--- config.mk ---
export PLATFORM = sky130hd
export DESIGN_NAME = alu32
export DESIGN_NICKNAME = d
export VERILOG_FILES = /design/src/rtl/alu_pkg.sv /design/src/rtl/alu_slice.sv /design/src/rtl/alu_ctrl.sv /design/src/rtl/alu_datapath.sv /design/src/rtl/alu32.sv
export SDC_FILE = /design/constraint.sdc
export NUM_CORES = 1
export LEC_CHECK = 0
export BUFFER_PORTS_ARGS = -buffer_cell sky130_fd_sc_hd__buf_2
export CAP_MARGIN = 20
export CORE_MARGIN = 4
export CORE_UTILIZATION = 30
export DETAILED_ROUTE_END_ITERATION = 7
export PLACE_DENSITY_LB_ADDON = 0.3
export SLEW_MARGIN = 30
export SYNTH_ARGS = -nofsm -noshare
export SYNTH_HDL_FRONTEND = slang
export SYNTH_SLANG_ARGS = --single-unit
--- constraint.sdc ---
create_clock -name vclk -period 17.8
set_clock_uncertainty 0.15 [all_clocks]
set_input_delay 0 -clock vclk [all_inputs]
set_output_delay 0 -clock vclk [all_outputs]
set_load 0.1 [all_outputs]
--- src/rtl/alu_pkg.sv ---
package alu_pkg;

  typedef enum logic [2:0] {
    OP_AND  = 3'b000,
    OP_OR   = 3'b001,
    OP_ADD  = 3'b010,
    OP_SUB  = 3'b110,
    OP_LESS = 3'b111
  } aluOp_e;

  // strobes from decoder to datapath
  typedef struct packed {
    logic invertB;
    logic carryIn;
    logic selAnd;
    logic selOr;
    logic selSum;
    logic selLess;
    logic arith;   // add or subtract: flags come from the adder
  } ctrlStrobe_t;

endpackage

--- src/rtl/alu_slice.sv ---
module alu_slice (
  input  logic aBit,
  input  logic bBit,
  input  logic invB,
  input  logic cin,
  output logic andBit,
  output logic orBit,
  output logic sumBit,
  output logic cout
);
  logic bx;

  always_comb begin
    bx     = bBit ^ invB;
    andBit = aBit & bx;
    orBit  = aBit | bx;
    sumBit = aBit ^ bx ^ cin;
    cout   = (aBit & bx) | (aBit & cin) | (bx & cin);
  end
endmodule

--- src/rtl/alu_ctrl.sv ---
module alu_ctrl
  import alu_pkg::*;
(
  input  logic [2:0]  op,
  output ctrlStrobe_t strobe
);
  aluOp_e opCode;

  always_comb begin
    opCode = aluOp_e'(op);
    strobe = '0;
    case (opCode)
      OP_AND:  strobe.selAnd = 1'b1;
      OP_OR:   strobe.selOr  = 1'b1;
      OP_ADD: begin
        strobe.selSum = 1'b1;
        strobe.arith  = 1'b1;
      end
      OP_SUB: begin
        strobe.invertB = 1'b1;
        strobe.carryIn = 1'b1;
        strobe.selSum  = 1'b1;
        strobe.arith   = 1'b1;
      end
      OP_LESS: begin
        strobe.invertB = 1'b1;
        strobe.carryIn = 1'b1;
        strobe.selLess = 1'b1;
      end
      default: strobe = '0;
    endcase
  end
endmodule

--- src/rtl/alu_datapath.sv ---
module alu_datapath
  import alu_pkg::*;
#(
  parameter int WIDTH = 32
) (
  input  logic [WIDTH-1:0] a,
  input  logic [WIDTH-1:0] b,
  input  ctrlStrobe_t      strobe,
  output logic [WIDTH-1:0] result,
  output logic             zero,
  output logic             overflow,
  output logic             carryOut
);
  localparam int MSB = WIDTH - 1;

  logic [WIDTH:0]   carry;
  logic [WIDTH-1:0] andVec;
  logic [WIDTH-1:0] orVec;
  logic [WIDTH-1:0] sumVec;
  logic             ovfRaw;
  logic             lessBit;

  assign carry[0] = strobe.carryIn;

  for (genvar i = 0; i < WIDTH; i++) begin : gSlice
    alu_slice uSlice (
      .aBit  (a[i]),
      .bBit  (b[i]),
      .invB  (strobe.invertB),
      .cin   (carry[i]),
      .andBit(andVec[i]),
      .orBit (orVec[i]),
      .sumBit(sumVec[i]),
      .cout  (carry[i+1])
    );
  end

  always_comb begin
    ovfRaw  = carry[MSB] ^ carry[WIDTH];
    lessBit = sumVec[MSB] ^ ovfRaw;   // true sign of a-b
    result  = '0;
    if (strobe.selAnd)  result = andVec;
    if (strobe.selOr)   result = orVec;
    if (strobe.selSum)  result = sumVec;
    if (strobe.selLess) result = {{(WIDTH-1){1'b0}}, lessBit};
    zero     = ~|result;
    overflow = strobe.arith & ovfRaw;
    carryOut = strobe.arith & carry[WIDTH];
  end
endmodule

--- src/rtl/alu32.sv ---
module alu32
  import alu_pkg::*;
#(
  parameter int WIDTH = 32
) (
  input  logic [WIDTH-1:0] a,
  input  logic [WIDTH-1:0] b,
  input  logic [2:0]       op,
  output logic [WIDTH-1:0] result,
  output logic             zero,
  output logic             overflow,
  output logic             carryOut
);
  ctrlStrobe_t strobe;

  alu_ctrl uCtrl (
    .op    (op),
    .strobe(strobe)
  );

  alu_datapath #(.WIDTH(WIDTH)) uPath (
    .a       (a),
    .b       (b),
    .strobe  (strobe),
    .result  (result),
    .zero    (zero),
    .overflow(overflow),
    .carryOut(carryOut)
  );
endmodule

== Word level (Yosys, flattened, before mapping) ==
Index checks and enable logic that the tools add are counted.

* Equality and inequality tests: 4
* Mux-type cells: 9
* Bitwise operators: 292
* Reductions and logical operators: 5

{| class="wikitable"
|+ Operators by type and width
! cell !! count
|-
| $mux W32 || 4
|-
| $and A1 B1 Y1 || 98
|-
| $xor A1 B1 Y1 || 98
|-
| $or A1 B1 Y1 || 96
|-
| $reduce_or A32 Y1 || 1
|-
| $eq A3 B3 Y1 const B || 2
|-
| $mux W1 || 4
|-
| $reduce_or A2 Y1 || 2
|-
| $eq A3 B1 Y1 const B || 1
|-
| $eq A3 B2 Y1 const B || 1
|-
| $logic_not A3 Y1 || 1
|-
| $mux W2 || 1
|-
| $logic_not A1 Y1 || 1
|}

* Flip-flop bits (word level): 0
* Input port bits: 67
* Output and inout port bits: 35
* Logic and storage cells: 310

== Depth between registers and ports, before layout ==
Gate-level depths: netlist (run 1).

* Depth after elaboration: 105
* Mapped depth: 39
* Mapped depth without buffers: 39

== Modules after synthesis ==
A second synthesis (run 1) with hierarchy kept.

* Cells, all modules: 474
* Area total of the unflattened synthesis: 3669.8 µm²

{| class="wikitable"
|+ By module, submodules not included
! module !! times used !! cells each !! area an instance (µm²) !! sequential area each (µm²)
|-
| alu_slice || 32 || 10 || 81.3 || 0.0
|-
| alu_datapath || 1 || 147 || 1014.7 || 0.0
|-
| alu_ctrl || 1 || 7 || 52.6 || 0.0
|}

== Worst setup path after synthesis (run 1) ==
No wires, ideal clock.

* Kind: input-to-output
* Start point: in op[2]
* End point: out zero
* Arrival time: 14.821 ns
* Data required time: 17.650 ns
* Setup slack: 2.829 ns
* Cell stages on the path: 38
* Buffers on the path: 1
* Cell sequence: nand2_1 buf_2 xnor2_1 fa_1 fa_1 fa_1 fa_1 fa_1 fa_1 fa_1 fa_1 fa_1 fa_1 fa_1 fa_1 fa_1 fa_1 fa_1 (+2 left out) fa_1 fa_1 fa_1 fa_1 fa_1 fa_1 fa_1 fa_1 fa_1 fa_1 fa_1 fa_1 inv_1 fa_1 o22ai_1 nor4_2 nand4_1 nor4_2

* Elaborated cells on any way between the ends: 308
* Classes of those cells: 4 x eq/ne; 9 x mux; 290 x bitwise; 5 x reduce/logical

{| class="wikitable"
|+ RTL lines
! element !! RTL line !! source
|-
| start, declared || alu32.sv:8 || <nowiki>input logic [2:0] op,</nowiki>
|-
| $eq A3 B3 Y1 || alu_ctrl.sv:12 || <nowiki>case (opCode)</nowiki>
|-
| $reduce_or A2 Y1 (no line) || n/a ||
|-
| $mux W2 || alu_ctrl.sv:12 ||
|-
| $xor A1 B1 Y1 || alu_slice.sv:14 || <nowiki>bx = bBit ^ invB;</nowiki>
|-
| $and A1 B1 Y1 || alu_slice.sv:18 || <nowiki>cout = (aBit & bx) | (aBit & cin) | (bx & cin);</nowiki>
|-
| $or A1 B1 Y1 (2 in a row) || alu_slice.sv:18 ||
|-
| $and A1 B1 Y1 || alu_slice.sv:18 ||
|-
| $or A1 B1 Y1 (2 in a row) || alu_slice.sv:18 ||
|-
| (+84 left out) || n/a ||
|-
| $and A1 B1 Y1 || alu_slice.sv:18 ||
|-
| $or A1 B1 Y1 (2 in a row) || alu_slice.sv:18 ||
|-
| $xor A1 B1 Y1 || alu_slice.sv:17 || <nowiki>sumBit = aBit ^ bx ^ cin;</nowiki>
|-
| $mux W32 || alu_datapath.sv:44 || <nowiki>if (strobe.selSum) result = sumVec;</nowiki>
|-
| $mux W32 * || alu_datapath.sv:45 || <nowiki>if (strobe.selLess) result = {{(WIDTH-1){1'b0}}, lessBit};</nowiki>
|-
| named net result[31] || alu32.sv:9 || <nowiki>output logic [WIDTH-1:0] result,</nowiki>
|-
| $reduce_or A32 Y1 * || alu_datapath.sv:46 || <nowiki>zero = ~|result;</nowiki>
|-
| $logic_not A1 Y1 * || alu_datapath.sv:46 ||
|-
| end, declared || alu32.sv:10 || <nowiki>output logic zero,</nowiki>
|}

The timed path passes the listed nets; every way through them passes the cells marked *.

== Worst setup path after layout (run 1) ==
* Start point: in op[1]
* End point: out zero

* Word-level cells in the longest chain between the ends: 105
* Elaborated cells on any way between the ends: 308
* Classes of those cells: 4 x eq/ne; 9 x mux; 290 x bitwise; 5 x reduce/logical

{| class="wikitable"
|+ Ends and longest elaborated chain
! element !! RTL line !! source
|-
| $eq A3 B3 Y1 || alu_ctrl.sv:12 ||
|-
| $reduce_or A2 Y1 (no line) || n/a ||
|-
| $mux W2 || alu_ctrl.sv:12 ||
|-
| $xor A1 B1 Y1 || alu_slice.sv:14 ||
|-
| $and A1 B1 Y1 || alu_slice.sv:15, alu_slice.sv:18 ||
|-
| $or A1 B1 Y1 (2 in a row) || alu_slice.sv:18 ||
|-
| $and A1 B1 Y1 || alu_slice.sv:18 ||
|-
| $or A1 B1 Y1 (2 in a row) || alu_slice.sv:18 ||
|-
| (+85 left out) || n/a ||
|-
| $or A1 B1 Y1 (2 in a row) || alu_slice.sv:18 ||
|-
| $and A1 B1 Y1 || alu_slice.sv:18 ||
|-
| $or A1 B1 Y1 (2 in a row) || alu_slice.sv:18 ||
|-
| $xor A1 B1 Y1 || alu_datapath.sv:39 || <nowiki>ovfRaw = carry[MSB] ^ carry[WIDTH];</nowiki>
|-
| $xor A1 B1 Y1 || alu_datapath.sv:40 || <nowiki>lessBit = sumVec[MSB] ^ ovfRaw;</nowiki>
|-
| $mux W32 * || alu_datapath.sv:45 ||
|-
| $reduce_or A32 Y1 * || alu_datapath.sv:46 ||
|-
| $logic_not A1 Y1 * || alu_datapath.sv:46 ||
|}

Mark *: on every way between the ends. The rest lies on a longest branch, timed or not.

==> impl_metrics.env, run 1 <==
export IMPL_powerDensity_nw_per_um2=51.51
export IMPL_synth_top_family_by_area="adder cells"
export IMPL_drt_initial_drc_count=72
export IMPL_synth_cells=352
export IMPL_path_common_cell="fa_1"
export IMPL_drt_total_wl_mm=7.246
export IMPL_max_freq_ghz=0.06911
export IMPL_viasPerCell=4.470
export IMPL_critPathRequiredTime_ps=17650
export IMPL_synthMuxAreaShare=0.04592
export IMPL_cts_setup_buffers=0
export IMPL_initial_core_util=0.3082
export IMPL_final_max_slew_viol_count=0
export IMPL_synth_avg_cell_area_sq_um=8.051
export IMPL_syn_num_nets=511
export IMPL_seqCellArea_sq_um=0
export IMPL_grt_max_degree=55
export IMPL_synth_xor_area_frac=0.1051
export IMPL_die_x_microns=105.2
export IMPL_p_total_mw=0.1741
export IMPL_die_area_sq_um=11070
export IMPL_cap_violations=0
export IMPL_setup_viol=0
export IMPL_ctsResizeCount=0
export IMPL_yosysSeqAreaShare=0
export IMPL_tns_ps=0
export IMPL_worst_setup_path_end_kind="output port"
export IMPL_yosysTopAreaCell="ha_1"
export IMPL_hold_start="op[2]"
export IMPL_netlist_top_cells_area="ha_1 (27%), fa_1 (22%), xnor2_1 (10%)"
export IMPL_grtUsageTotal=0.1309
export IMPL_die_y_microns=105.2
export IMPL_clkbuf_count=0
export IMPL_fin_nets=603
export IMPL_vias=2472
export IMPL_fp_row_count=35
export IMPL_cp_start_kind="input port"
export IMPL_rsz0062_at_grt="no"
export IMPL_area_growth_synth_to_final_pct=19.29
export IMPL_cp_max_fo=22
export IMPL_gp_congestion=0.8495
export IMPL_worstMarginPinSlew_ps=710.1
export IMPL_core_area_sq_um=9196
export IMPL_grt_pass1_vias=2496
export IMPL_synth_simple_area_share=0.1188
export IMPL_drt_pass1_iterations=4
export IMPL_netlist_area_sq_um=2834
export IMPL_ys_warn_count=0
export IMPL_fillCellCount=1001
export IMPL_portBuffers=102
export IMPL_numSequentialCells=0
export IMPL_cpPeakStageDelay_ps=470
export IMPL_ios=102
export IMPL_cp_slowest_cell="buf_2"
export IMPL_diodes=0
export IMPL_drive_gt1_frac=0.2489
export IMPL_post_route_period_util=0.8129
export IMPL_dp_hpwl_mm=6.249
export IMPL_hold_end="result[0]"
export IMPL_synthAdderAreaFrac=0.4918
export IMPL_status="finished clean"
export IMPL_whs_path_depth=4
export IMPL_grt_ovfl_total=0
export IMPL_synthDistinctLibCells=29
export IMPL_drcViolationCount=0
export IMPL_arrival_ps=14320
export IMPL_antenna_found_initial=0
export IMPL_detail_route_antenna_nets=0
export IMPL_ctsHoldBuffers=0
export IMPL_min_period_ps=14470
export IMPL_slew_headroom=0.5256
export IMPL_power_leakage_nw=1.856
export IMPL_worstHoldPathType="input port to output port"
export IMPL_ir_drop_v=0.00003273
export IMPL_final_common_cell="buf_2"
export IMPL_wl_per_cell_microns=13.10
export IMPL_synth_top_area_frac=0.2693
export IMPL_final_cell_mix="buf_2 (102), inv_1 (73), ha_1 (61), nand2_1 (49), o21ai_0 (43)"
export IMPL_grt_pass1_wl_mm=12.11
export IMPL_final_hold_violation_count=0
export IMPL_crit_type="input port to output port"
export IMPL_synth_compound_area_share=0.09669
## cells by family (layout without fill, tap and decap cells)
group,Yosys count,after routing
mux,13,13
compound gates,53,53
buf+inv,88,178
xor+xnor,34,34
fa+ha+maj,93,93
simple gates,71,71
## synth_stat cells (all sizes together)
master and n:
ha 61, maj3 1, o211ai 1, fa 31
mux2i 13, buf 15, nor4 6, nand4 2
o22ai 2, nor3b 1, nor2 3, xnor2 33
and2 1, nand2b 2, inv 73, o21ai 50
nor3 2, or2 1, xor2 1, or4bb 1
nand2 50, nand3b 1, nor2b 1
## how the worst max path moves through the flow
stage / depth (start not counted) / endpoint / start
3_5_place_dp: 42 / zero / op[1]
4_1_cts: 42 / zero / op[1]
5_1_grt: 42 / zero / op[1]
2_1_floorplan: 38 / zero / op[2]
3_3_place_gp: 42 / zero / op[1]
6_report: 42 / zero / op[1]
## metrics by stage
stage / hold slack (ps) / util / setup slack [ps] / std cells / cell area [sq um]
after detailed placement: 511.9 / 0.3676 / 3247 / 553 / 3381
after CTS: 510.1 / 0.3676 / 3212 / 553 / 3381
after global placement: 517.6 / 0.3676 / 3391 / 553 / 3381
final: 497.0 / 0.3676 / 3330 / 553 / 3381
after floorplan: 322.2 / - / 2829 / 352 / 2834
after global routing: 578.7 / 0.3676 / 2732 / 553 / 3381
## metal layers
| metal | track usage | share of wire | vias up |
|---|---|---|---|
| li1 | - | - | 1250 |
| met1 | 0.1779 | 0.46 | 1147 |
| met2 | 0.2300 | 0.47 | 71 |
| met3 | 0.01729 | 0.060 | 4 |
| met4 | 0.008435 | 0.0072 | 0 |
| met5 | 0 | 0 | - |
## worst max-delay path: cells and delay by family
family	cells	cell delay, ps
adders and majority gates	31	11850
xor gates and xnor gates	1	130
buffers and inverters	4	1130
and+or+nand+nor	5	1090
AOI/OAI and AO/OA	1	110
## layout make-up
cell class	instances	area (sq um)	share of cell area
multi-input cells	264	2435	0.7202
repair buffers	105	533.0	0.1577
inverters	73	274.0	0.08105
well taps	111	138.9	0.04108
## power breakdown
| group | internal, mW | switching [mW] | total (mW) | leakage [nW] |
|---|---|---|---|---|
| Sequential | 0 | 0 | 0 | 0 |
| Clock | 0 | 0 | 0 | 0 |
| Combinational | 0.0432 | 0.131 | 0.174 | 1.86 |
No activity file was read; power rests on OpenSTA's default activity.
==> run 2: changes to the inputs <==
==> constraint.sdc (replaced) <==
create_clock -name vclk -period 12.6
set_clock_uncertainty 0.15 [all_clocks]
set_input_delay 0 -clock vclk [all_inputs]
set_output_delay 0 -clock vclk [all_outputs]
set_load 0.1 [all_outputs]
==> run 2 against run 1 <==
Against the previous run: critical path depth shrank 1; total power rose by 51%; final area rose by 6.0%; sequential share of layout area is the same; critical endpoint unchanged.
==> impl_metrics.env, run 2 (synthesis gave the netlist of run 1 again) <==
export IMPL_status="finished clean"
export IMPL_combinationalPowerShare=1.000
export IMPL_rsz0062_at_grt="yes"
export IMPL_cp_slowest_cell="fa_2"
export IMPL_fp_row_count=35
export IMPL_area_growth_synth_to_final_pct=26.45
export IMPL_cpPeakStageDelay_ps=430
export IMPL_gp_congestion=0.8394
export IMPL_initial_core_util=0.3082
export IMPL_portBuffers=102
export IMPL_cp_start_kind="input port"
export IMPL_detail_route_antenna_nets=0
export IMPL_core_area_sq_um=9196
export IMPL_drt_total_wl_mm=7.414
export IMPL_cp_depth=41
export IMPL_worstMarginPinSlew_ps=739.9
export IMPL_drt_initial_drc_count=58
export IMPL_setup_viol=0
export IMPL_p_clk_frac=0
export IMPL_seqCellArea_sq_um=0
export IMPL_arrival_ps=12200
export IMPL_powerDensity_nw_per_um2=73.35
export IMPL_min_period_ps=12350
export IMPL_grt_pass1_vias=2581
export IMPL_place_area_sq_um=3562
export IMPL_design_area_sq_um=3583
export IMPL_critPathRequiredTime_ps=12450
export IMPL_max_freq_ghz=0.08098
export IMPL_ir_drop_v=0.00004952
export IMPL_fin_nets=604
export IMPL_vias=2483
export IMPL_die_y_microns=105.2
export IMPL_cap_violations=0
export IMPL_numSequentialCells=0
export IMPL_final_max_slew_viol_count=0
export IMPL_power_leakage_nw=1.869
export IMPL_post_route_util=0.3897
export IMPL_final_common_cell="buf_2"
export IMPL_diodes=0
export IMPL_cp_max_fo=6
export IMPL_grt_pass1_wl_mm=12.41
export IMPL_drcViolationCount=0
export IMPL_antenna_found_initial=0
export IMPL_worst_setup_path_end_kind="output port"
export IMPL_p_sw_mw=0.1912
export IMPL_whs_path_depth=4
export IMPL_swShare=0.7275
export IMPL_cts_setup_buffers=0
export IMPL_ios=102
export IMPL_drive_gt1_frac=0.3251
export IMPL_viasPerCell=4.482
export IMPL_path_buf_inv=3
export IMPL_path_common_cell="fa_2"
export IMPL_grt_ovfl_total=0
export IMPL_dpl_cell_count=554
export IMPL_p_seq_frac=0
export IMPL_final_cell_mix="buf_2 (95), inv_1 (72), ha_1 (61), nand2_1 (49), o21ai_0 (41)"
export IMPL_die_area_sq_um=11070
export IMPL_p_total_mw=0.2628
export IMPL_tns_ps=0
export IMPL_final_instance_count_excl_fill=554
export IMPL_p_int_mw=0.07162
export IMPL_post_route_period_util=0.9800
export IMPL_clkbuf_count=0
export IMPL_slew_headroom=0.5057
export IMPL_grtUsageTotal=0.1333
export IMPL_wl_per_cell_microns=13.38
export IMPL_crit_type="input port to output port"
export IMPL_cp_top_family="adder cells"
export IMPL_drt_pass1_iterations=4
export IMPL_worstHoldPathType="input port to output port"
export IMPL_final_hold_violation_count=0
export IMPL_die_x_microns=105.2
export IMPL_dp_hpwl_mm=6.374
export IMPL_grt_max_degree=55
-- run 2: area by class of cell --
| type | instances | area [sq um] |
|---|---|---|
| Fill cell | 985 | 5613 |
| Timing Repair Buffer | 106 | 620.6 |
| Tap cell | 111 | 138.9 |
| Multi-Input combinational cell | 264 | 2550 |
| Inverter | 73 | 274.0 |
-- run 2: layer usage --
metal / global-route usage / vias up / wire length, microns
met3: 0.01977 / 2 / 429
li1: - / 1248 / -
met1: 0.1654 / 1168 / 3142
met5: 0 / - / 0
met2: 0.2527 / 65 / 3796
met4: 0.006560 / 0 / 46
-- run 2: power groups by stage --
stage | clock (mW) | combinational (mW) | sequential, mW
after detailed placement | 0 | 0.265 | 0
after global routing | 0 | 0.288 | 0
after global placement | 0 | 0.260 | 0
after CTS | 0 | 0.265 | 0
after floorplan | 0 | 0.205 | 0
final | 0 | 0.263 | 0
-- run 2: per-stage QoR --
stage,setup slack (ps),hold WS [ps]
global route,-173.1,522.9
global placement,247.5,481.7
detailed placement,50.31,485.0
CTS,41.97,488.7
floorplan,-611.1,248.7
finish,251.5,487.5
-- run 2: worst min-delay path: stages --
cell     delay [ps]
buf_2           150
fa_1            220
o22ai_4          90
buf_12          170
-- run 2: final timing paths --
| kind | start | end | slack (ps) |
|---|---|---|---|
| hold / removal | a[31] | result[31] | 490 |
| setup / recovery | op[1] | zero | 250 |
-- run 2: timing repair --
| item | in CTS | in global routing |
|---|---|---|
| setup endpoints to repair | 0 | 1 |
| hold buffers | 0 | 0 |
| endpoints found under the hold margin | 0 | 0 |
| gates resized for setup | 0 | 5 |
==> run 3: changes to the inputs <==
--- a/config.mk
+++ b/config.mk
@@ -7,7 +7,6 @@
 export LEC_CHECK = 0
 export BUFFER_PORTS_ARGS = -buffer_cell sky130_fd_sc_hd__buf_2
 export CAP_MARGIN = 20
-export CORE_MARGIN = 4
 export CORE_UTILIZATION = 30
 export DETAILED_ROUTE_END_ITERATION = 7
 export PLACE_DENSITY_LB_ADDON = 0.3
==> run 3 against run 2 <==
Against the previous run: final area down 0.14%; critical path depth unchanged; flip-flop and latch count unchanged; sequential share of layout area unchanged; combinational power about the same; total power down 0.17%; count of clock-buffer cells in the layout unchanged; die area down 11%; worst hold slack better by 5.4 ps; wire length down 5.1%; non-clock buffer count down 1; first-iteration DRC count up 14%; critical path type unchanged; largest cell class unchanged; largest power group unchanged; highest routed layer unchanged.
==> impl_metrics.env, run 3 (synthesis gave the netlist of run 1 again) <==
export IMPL_design_area_sq_um=3578
export IMPL_cp_slowest_cell="fa_2"
export IMPL_grt_ovfl_total=0
export IMPL_dp_hpwl_mm=5.950
export IMPL_initial_core_util=0.3082
export IMPL_startpoint="op[1]"
export IMPL_drt_pass1_iterations=5
export IMPL_worstHoldPathType="input port to output port"
export IMPL_holdWs_ps=492.9
export IMPL_fp_row_count=35
export IMPL_detail_route_antenna_nets=0
export IMPL_dpl_cell_count=553
export IMPL_grt_pass1_wl_mm=11.32
export IMPL_die_area_sq_um=9840
export IMPL_cts_setup_buffers=0
export IMPL_area_growth_synth_to_final_pct=26.27
export IMPL_tns_ps=0
export IMPL_die_y_microns=99.20
export IMPL_cp_max_fo=6
export IMPL_portBuffers=102
export IMPL_grtUsageTotal=0.1418
export IMPL_ir_drop_v=0.00006082
export IMPL_final_cell_mix="buf_2 (94), inv_1 (72), ha_1 (61), nand2_1 (49), o21ai_0 (41)"
export IMPL_fillCellCount=966
export IMPL_crit_type="input port to output port"
export IMPL_fin_nets=603
export IMPL_place_area_sq_um=3557
export IMPL_wl_per_cell_microns=12.73
export IMPL_hold_start="a[31]"
export IMPL_path_common_cell="fa_2"
export IMPL_final_max_slew_viol_count=0
export IMPL_cp_start_kind="input port"
export IMPL_slew_headroom=0.5191
export IMPL_powerDensity_nw_per_um2=73.33
export IMPL_final_common_cell="buf_2"
export IMPL_drt_initial_drc_count=66
export IMPL_core_area_sq_um=9196
export IMPL_grt_max_degree=55
export IMPL_cap_violations=0
export IMPL_post_route_period_util=0.9816
export IMPL_numSequentialCells=0
export IMPL_final_instance_count_excl_fill=553
export IMPL_diodes=0
export IMPL_ios=102
export IMPL_cpPeakStageDelay_ps=430
export IMPL_vias=2466
export IMPL_worstMarginPinSlew_ps=719.8
export IMPL_setup_viol=0
export IMPL_critPathRequiredTime_ps=12450
export IMPL_viasPerCell=4.459
export IMPL_gp_congestion=0.8053
export IMPL_min_period_ps=12370
export IMPL_status="finished clean"
export IMPL_arrival_ps=12220
export IMPL_post_route_util=0.3891
export IMPL_power_leakage_nw=1.865
export IMPL_rsz0062_at_grt="yes"
export IMPL_worst_setup_path_end_kind="output port"
export IMPL_seqCellArea_sq_um=0
export IMPL_max_freq_ghz=0.08085
export IMPL_drive_gt1_frac=0.3235
export IMPL_drt_total_wl_mm=7.037
export IMPL_die_x_microns=99.20
export IMPL_antenna_found_initial=0
export IMPL_final_hold_violation_count=0
export IMPL_drcViolationCount=0
export IMPL_clkbuf_count=0
export IMPL_ctsHoldBuffers=0
export IMPL_grt_pass1_vias=2361
[run 3: cell count changes in the layout (fill, tap and decap cells not counted), sizes merged]
cell,previous run,this run
buf,104,103
[run 3: stage by stage]
stage          worst slack, ps  power (mW)
6_report                 231.8      0.2624
5_1_grt                 -121.8      0.2846
4_1_cts                  19.70      0.2645
3_5_place_dp             49.22      0.2640
3_3_place_gp             238.7      0.2587
2_1_floorplan           -611.1      0.2049
[run 3: power by group]
group	internal (mW)	switching [mW]	leakage, nW	total, mW
Sequential	0	0	0	0
Combinational	0.0717	0.191	1.87	0.262
Clock	0	0	0	0
Total	0.0717	0.191	1.87	0.262
[run 3: timing repair]
action	CTS	global route
endpoints found under the setup margin	0	1
hold endpoints to repair	0	0
gates resized for setup	0	5
[run 3: layout make-up]
| type | count | area (sq um) | area share |
|---|---|---|---|
| Inverter | 73 | 274.0 | 0.07657 |
| Multi-Input combinational cell | 264 | 2550 | 0.7126 |
| Tap cell | 111 | 138.9 | 0.03881 |
| Timing Repair Buffer | 105 | 615.6 | 0.1720 |
[run 3: final timing paths]
path / to / cells past startpoint
worst max-delay path: zero / 41
worst min-delay path: result[31] / 4
[run 3: layer usage]
| layer | vias to the layer above | GRT usage | share of wire |
|---|---|---|---|
| met5 | - | 0 | 0 |
| met4 | 0 | 0.009050 | 0.0070 |
| met3 | 4 | 0.01195 | 0.046 |
| met2 | 67 | 0.2819 | 0.52 |
| met1 | 1149 | 0.1720 | 0.42 |
| li1 | 1246 | - | - |
[run 3: critical path, delay by kind of cell]
kind                       cells  cell delay, ps
AOI/OAI and AO/OA              1              90
adders and majority gates     31           10650
and+or+nand+nor                5             890
buffers and inverters          3             450
xor gates and xnor gates       1             140
